## config.mk

```make
export PLATFORM = sky130hd
export DESIGN_NAME = add_shift_mul
export DESIGN_NICKNAME = d
export VERILOG_FILES = /design/src/rtl/mul_pkg.sv /design/src/rtl/mul_datapath.sv /design/src/rtl/mul_step_counter.sv /design/src/rtl/mul_ctrl.sv /design/src/rtl/add_shift_mul.sv
export SDC_FILE = /design/constraint.sdc
export NUM_CORES = 1
export LEC_CHECK = 0
export ABC_AREA = 0
export CAP_MARGIN = 20
export CORE_MARGIN = 3
export CORE_UTILIZATION = 54
export CTS_CLUSTER_DIAMETER = 200
export CTS_CLUSTER_SIZE = 12
export DETAILED_ROUTE_END_ITERATION = 12
export PLACE_DENSITY = 0.92
export SLEW_MARGIN = 20
export SYNTH_ARGS = -nofsm -noshare
export SYNTH_HDL_FRONTEND = slang
export SYNTH_SLANG_ARGS = --single-unit
```

## constraint.sdc

```tcl
create_clock -name clk_i -period 4.3 [get_ports clk_i]
set_input_delay 0.86 -clock clk_i [delete_from_list [all_inputs] [get_ports clk_i]]
set_output_delay 0.86 -clock clk_i [all_outputs]
set_load 0.005 [all_outputs]
```

## src/rtl/mul_pkg.sv

```systemverilog
package mul_pkg;
  typedef enum logic [1:0] {
    ST_IDLE  = 2'd0,
    ST_EVAL  = 2'd1,
    ST_ADDED = 2'd2,
    ST_DONE  = 2'd3
  } mul_state_e;
endpackage

```

## src/rtl/mul_datapath.sv

```systemverilog
module mul_datapath #(
  parameter int N = 4
) (
  input  logic           clk_i,
  input  logic           rst_ni,
  input  logic           load_i,
  input  logic           add_i,
  input  logic           shift_i,
  input  logic [N-1:0]   mcand_i,
  input  logic [N-1:0]   mplier_i,
  output logic           lsb_o,
  output logic [2*N-1:0] product_o
);
  localparam int AccW = 2 * N + 1;

  logic [AccW-1:0] acc_q;
  logic [N-1:0]    mcand_q;
  logic [N:0]      upper_sum;

  // Upper part plus multiplicand. The carry lands in bit N.
  assign upper_sum = acc_q[AccW-1:N] + {1'b0, mcand_q};

  always_ff @(posedge clk_i or negedge rst_ni) begin
    if (!rst_ni) begin
      acc_q   <= '0;
      mcand_q <= '0;
    end else if (load_i) begin
      acc_q   <= {{(N+1){1'b0}}, mplier_i};
      mcand_q <= mcand_i;
    end else if (add_i) begin
      acc_q[AccW-1:N] <= upper_sum;
    end else if (shift_i) begin
      acc_q <= {1'b0, acc_q[AccW-1:1]};
    end
  end

  assign lsb_o     = acc_q[0];
  assign product_o = acc_q[2*N-1:0];
endmodule

```

## src/rtl/mul_step_counter.sv

```systemverilog
module mul_step_counter #(
  parameter int N = 4
) (
  input  logic clk_i,
  input  logic rst_ni,
  input  logic clear_i,
  input  logic step_i,
  output logic last_o
);
  localparam int CntW = (N > 2) ? $clog2(N) : 1;

  logic [CntW-1:0] cnt_q;

  always_ff @(posedge clk_i or negedge rst_ni) begin
    if (!rst_ni)      cnt_q <= '0;
    else if (clear_i) cnt_q <= '0;
    else if (step_i)  cnt_q <= cnt_q + 1'b1;
  end

  assign last_o = (cnt_q == CntW'(N - 1));
endmodule

```

## src/rtl/mul_ctrl.sv

```systemverilog
module mul_ctrl
  import mul_pkg::*;
(
  input  logic clk_i,
  input  logic rst_ni,
  input  logic start_i,
  input  logic lsb_i,
  input  logic last_i,
  output logic load_o,
  output logic add_o,
  output logic shift_o,
  output logic done_o,
  output logic idle_o
);
  mul_state_e state_q, state_d;

  always_comb begin
    state_d = state_q;
    load_o  = 1'b0;
    add_o   = 1'b0;
    shift_o = 1'b0;
    done_o  = 1'b0;
    unique case (state_q)
      ST_IDLE: begin
        if (start_i) begin
          load_o  = 1'b1;
          state_d = ST_EVAL;
        end
      end
      ST_EVAL: begin
        if (lsb_i) begin
          add_o   = 1'b1;
          state_d = ST_ADDED;
        end else begin
          shift_o = 1'b1;
          state_d = last_i ? ST_DONE : ST_EVAL;
        end
      end
      ST_ADDED: begin
        shift_o = 1'b1;
        state_d = last_i ? ST_DONE : ST_EVAL;
      end
      ST_DONE: begin
        done_o  = 1'b1;
        state_d = ST_IDLE;
      end
      default: state_d = ST_IDLE;
    endcase
  end

  always_ff @(posedge clk_i or negedge rst_ni) begin
    if (!rst_ni) state_q <= ST_IDLE;
    else         state_q <= state_d;
  end

  assign idle_o = (state_q == ST_IDLE);
endmodule

```

## src/rtl/add_shift_mul.sv

```systemverilog
module add_shift_mul #(
  parameter int N = 4
) (
  input  logic           clk_i,
  input  logic           rst_ni,
  input  logic           start_i,
  input  logic [N-1:0]   mcand_i,
  input  logic [N-1:0]   mplier_i,
  output logic           done_o,
  output logic [2*N-1:0] product_o
);
  logic load, add, shift, lsb, last, idle;

  mul_ctrl u_ctrl (
    .clk_i   (clk_i),
    .rst_ni  (rst_ni),
    .start_i (start_i),
    .lsb_i   (lsb),
    .last_i  (last),
    .load_o  (load),
    .add_o   (add),
    .shift_o (shift),
    .done_o  (done_o),
    .idle_o  (idle)
  );

  mul_step_counter #(.N(N)) u_cnt (
    .clk_i   (clk_i),
    .rst_ni  (rst_ni),
    .clear_i (load),
    .step_i  (shift),
    .last_o  (last)
  );

  mul_datapath #(.N(N)) u_dp (
    .clk_i     (clk_i),
    .rst_ni    (rst_ni),
    .load_i    (load),
    .add_i     (add),
    .shift_i   (shift),
    .mcand_i   (mcand_i),
    .mplier_i  (mplier_i),
    .lsb_o     (lsb),
    .product_o (product_o)
  );
endmodule

```

## Word-level counts from Yosys, hierarchy flattened

Cells that the tools add are included.

| cells by class | value |
|---|---|
| add/sub/neg operators | 2 |
| muxes and demuxes | 17 |
| reductions and logical operators | 4 |
| equal/unequal tests | 6 |

Operators with widths:

| kind | number |
|---|---|
| 9-bit two-way mux | 2 |
| 2-bit two-way mux | 5 |
| 2-bit case mux with 4 select lines | 1 |
| 2-bit equality test (second input constant) | 3 |
| 1-bit two-way mux | 6 |
| 5-bit by 4-bit adder with 5-bit output | 1 |
| 5-bit two-way mux | 1 |
| 4-bit two-way mux | 1 |
| 2-bit inequality test (second input constant) | 2 |
| 3-bit nonzero test | 1 |
| 2-bit by 1-bit adder with 2-bit output (second input constant) | 1 |
| 2-bit by 1-bit equality test with 1-bit output (second input constant) | 1 |
| 2-bit logical NOT | 1 |
| 1-bit case mux with 2 select lines | 1 |
| 2-bit AND reduction | 1 |
| 2-bit nonzero test | 1 |

| word-level totals | value |
|---|---|
| bits in registers | 17 |
| input port bits | 11 |
| logic and storage cells | 34 |

## Logic depth before layout (Yosys ltp)

| logic depth | value |
|---|---|
| word-level depth | 5 |
| gate-level depth with buffers | 7 |
| mapped depth without buffers | 6 |

## Hierarchy

Synthesis repeated with hierarchy kept, for this count alone.

| second synthesis, totals | value |
|---|---|
| cell total of the unflattened synthesis | 101 |
| area, all modules | 1,086.0 sq um |

By module, submodules not included:

| module | cells each | times used | area an instance (sq um) | sequential area each (sq um) |
|---|---|---|---|---|
| mul_datapath | 73 | 1 | 779.5 | 325.3 |
| mul_ctrl | 21 | 1 | 217.7 | 50.0 |
| mul_step_counter | 7 | 1 | 88.8 | 50.0 |

## Worst setup path before layout

OpenSTA, ideal clock, no wires.

| path | value |
|---|---|
| path kind | reg2reg |
| start point | reg u_dp.acc_q[4] |
| end point | reg u_dp.acc_q[8] |
| stages on the path, launching flop included | 7 |
| data arrival time | 1.577 ns |
| library setup time | 0.125 ns |
| slack | 2.598 ns |
| path buffers | 0 |
| path through | dfrtp_1 ha_1 fa_1 a21o_1 a21oi_1 mux2i_1 nor3_1 |

| between the ends | value |
|---|---|
| longest elaborated chain between the ends | 3 |

Ends and longest elaborated chain:

| what | line | text |
|---|---|---|
| from (decl) | mul_datapath.sv:16 | `logic [AccW-1:0] acc_q;` |
| from (signal assigned) | mul_datapath.sv:28 | `acc_q <= {{(N+1){1'b0}}, mplier_i};` |
| from (signal, indexed assignment) | mul_datapath.sv:31 | `acc_q[AccW-1:N] <= upper_sum;` |
| from (signal assigned) | mul_datapath.sv:33 | `acc_q <= {1'b0, acc_q[AccW-1:1]};` |
| 5-bit by 4-bit adder with 5-bit output | mul_datapath.sv:21 | `assign upper_sum = acc_q[AccW-1:N] + {1'b0, mcand_q};` |
| 5-bit two-way mux | mul_datapath.sv:30 | `end else if (add_i) begin` |
| 9-bit two-way mux | mul_datapath.sv:27 | `end else if (load_i) begin` |

Every way passes these cells.
A chain may end at the register's enable or synchronous reset.

## Final worst setup path

| path | value |
|---|---|
| start point | reg u_ctrl.state_q[0] |
| end point | out done_o |

| between the ends | value |
|---|---|
| longest elaborated chain between the ends | 2 |

Ends and longest elaborated chain:

| what | line | text |
|---|---|---|
| from (decl) | mul_ctrl.sv:15 | `mul_state_e state_q, state_d;` |
| from (signal assigned) | mul_ctrl.sv:53 | `else state_q <= state_d;` |
| 2-bit equality test | mul_ctrl.sv:23 | `unique case (state_q)` |
| 1-bit two-way mux | mul_ctrl.sv:23 |  |
| to (decl) | add_shift_mul.sv:9 | `output logic done_o,` |

Every way passes these cells.

==> impl_results.md <==
- Status: finished, final reports clean
- Cts bufs inserted: 3
- Die area: between 0.002 and 0.003 mm^2
- Layout net count: about 150
- Startpoint types: register
- Avg WL per Cell: 13.91 um
- Via/cell ratio: between 5 and 6
- N_diodes: 0
- Vias: 838
- HPWL after DPL: ~1500 um
- R2R Path Start: u_dp.acc_q[4]
- Critical Setup Path Class: reg -> out
- Tmin final: 2.219 ns
- Routed WL: around 2100 um
- GRT Util Overall: between 10% and 20%
- Final global-route overflow total: 0
- Final Hold Slack: a little over 0.5 ns
- Pwr Density: 702.5 mW/mm^2
- Syn Nets: 132
- Avg Cell Area, Syn: 9.680 um^2
- Peak VDD IR: 0.5027 mV
- H-Tree Depth: 1
- Hold_buf cts: 0
- Final setup viols: 0
- Worst Tran Pin Value: 0.7730 ns
- First-pass GRT wire length: roughly 3600 um
- Highest Clock Rate: 450.6 MHz
- FP Rows: 15
- Final Max Slew Viols: 0
- Post-CTS sizing: 0
- RSZ-0062 raised after global routing: no
- Netlist cell types: 27
- IO Count: 20
- WP data required: around 3.4 ns
- Crit share post-route: 51.61%
- Lkg Pwr: 0.5983 nW
- Initial Util: between 50% and 60%
- Core footprint: 0.001802 mm^2
- Tot Pwr: between 0.8 and 0.9 mW
- Fill cell count: 140
- CTS sink cnt: 17
- Initial antenna violation count: 0
- Final TNS setup: 0 ns
- Max cap viols: 0
- Synth Warn #: 0
- Crit. End Element: output pin
- DR iter-0 viols: 15
- HP Class: reg -> reg
- Final Hold Fails: 0
- CTS Buffer Depth: 2
- Setup bufs post-CTS: 0
- Clk Tree Root Cell: clkbuf_4
- P&R area growth vs syn: 16.92%
- Vias in the first global route: 857
- Latest clock arrival within the worst-skew pair: 0.30 ns
- TritonRoute pass-1 iters: 4
- Register area share after synthesis: between 30% and 40%
- Die Ht: 50.41 um
- Area of the mapped netlist: roughly 0.0011 mm^2
- Slew HR: ~48%
- Worst setup startpoint: u_ctrl.state_q[0]
- Die Width: just over 50 um
- Cell count after synthesis: 110
- Worst R2R End: u_dp.acc_q[8]
- Worst-path maximum fanout: 3
- Largest net degree at the start of global routing: 18
- Clock Pin Slew Worst Setup and Hold Paths: approximately 0.12 ns
- R2R Setup Slk: around 2.5 ns
- Clock Skews: 0.005667 ns
- Worst Path Arrival: ~1.4 ns
- Fraction of layout cells with a size suffix above 1: under 10%
- Routed Antenna Nets: 0
- Synthesized flop and latch total: 17
- Critical Path End: done_o
- Register-to-Register Path Depth: 6
- DRC: 0
- Final Wtd Congestion: approximately 0.83
- PortBufs: 19
- CTS tree: yes
==> cells by family after synthesis <==
family	synth area share, %
AND/OR/NAND/NOR	14.34
AO/OA/AOI/OAI	14.45
flip-flops	39.95
buffers and inverters	7.520
adder cells (fa/ha/maj)	13.63
multiplexers	8.461
XOR/XNOR	1.645
==> state kept, by name, summed over array words and instances, names as in the netlist <==
register        count
u_cnt.cnt_q         2
u_dp.mcand_q        4
u_dp.acc_q          9
u_ctrl.state_q      2
==> worst min-delay path by stage <==
| stage | from | to | depth (start not counted) | slack [ns] |
|---|---|---|---|---|
| 4_1_cts | u_dp.mcand_q[2] | u_dp.mcand_q[2] | 2 | 0.51 |
| 2_1_floorplan | u_dp.mcand_q[0] | u_dp.mcand_q[0] | 2 | 0.45 |
| 3_5_place_dp | u_dp.mcand_q[2] | u_dp.mcand_q[2] | 2 | 0.48 |
| 3_3_place_gp | u_dp.mcand_q[0] | u_dp.mcand_q[0] | 2 | 0.47 |
| 5_1_grt | u_dp.mcand_q[3] | u_dp.mcand_q[3] | 2 | 0.54 |
| 6_report | u_dp.mcand_q[3] | u_dp.mcand_q[3] | 2 | 0.51 |
==> metal layers <==
| metal | track usage, % | share of wire, % | vias to the layer above |
|---|---|---|---|
| met2 | 32.83 | 50 | 27 |
| li1 | - | - | 401 |
| met4 | 9.417 | 1.0 | 0 |
| met5 | 0 | 0 | - |
| met3 | 6.825 | 5.3 | 4 |
| met1 | 20.99 | 44 | 406 |
==> cell usage in the layout (no fill, tap or decap) <==
cell	netlist	routed
and2_1	2	2
dfrtp_1	17	17
clkdlybuf4s50_1	0	19
xor2_1	2	2
a31oi_1	2	2
mux2i_1	9	9
nand3_1	1	1
o31ai_2	1	1
a21o_1	1	1
ha_1	10	10
clkinv_2	0	1
a2111oi_0	1	1
a21oi_1	8	8
nand2_1	20	20
o31ai_1	1	1
inv_1	3	3
o41ai_1	1	1
nor4_1	1	1
fa_1	1	1
nor2_4	1	1
and3_1	1	1
clkbuf_4	0	3
o21ai_0	8	8
o21ai_4	1	1
nor2b_1	2	2
nor3_1	1	1
nor2_1	5	5
==> power breakdown <==
group	leakage, nW	internal (mW)	switching (mW)
Sequential	0.214	0.230	0.0638
Clock	0.0177	0.0347	0.0585
Combinational	0.366	0.237	0.250
Total	0.598	0.502	0.373
==> worst max-delay path, cell delays in order (launching register included) <==
cell,delay (ns)
dfrtp_1,0.42
ha_1,0.20
clkdlybuf4s50_1,0.44
==> through the flow <==
stage          area, um^2  setup slack [ns]  util, %  std cells
2_1_floorplan        1065             2.598        -        110
3_3_place_gp         1217             1.928    67.57        144
3_5_place_dp         1217             1.867    67.57        144
4_1_cts              1245             2.084    69.10        148
5_1_grt              1245             2.014    69.10        148
6_report             1245             2.081    69.10        148
==> area by class of cell <==
class                   count  area, um^2  area share (%)
inverters                   3       11.26          0.9045
repair buffers             19       190.2           15.28
well taps                  25       31.28           2.513
flip-flops and latches     17       425.4           34.17
multi-input cells          80       559.3           44.92
clock buffers               3       22.52           1.809
clock inverters             1       5.005          0.4020
==> cells in the mapped netlist <==
library cell	n	area share, %
o31ai_2	1	1.2
nand3_1	1	0.47
o41ai_1	1	0.82
xor2_1	2	1.6
a31oi_1	2	1.2
nor2b_1	2	1.2
ha_1	10	12
a21o_1	1	0.71
o21ai_4	1	1.5
nor2_1	5	1.8
clkbuf_1	1	0.35
and2_1	2	1.2
mux2i_1	9	8.5
buf_4	8	5.6
o21ai_0	8	3.8
o31ai_1	1	0.71
nor2_4	1	1.1
inv_1	3	1.1
nor4_1	1	0.59
buf_2	1	0.47
nor3_1	1	0.47
fa_1	1	1.9
a21oi_1	8	3.8
and3_1	1	0.59
nand2_1	20	7.1
dfrtp_1	17	40
a2111oi_0	1	0.82
Power figures use the tool's default switching activity.
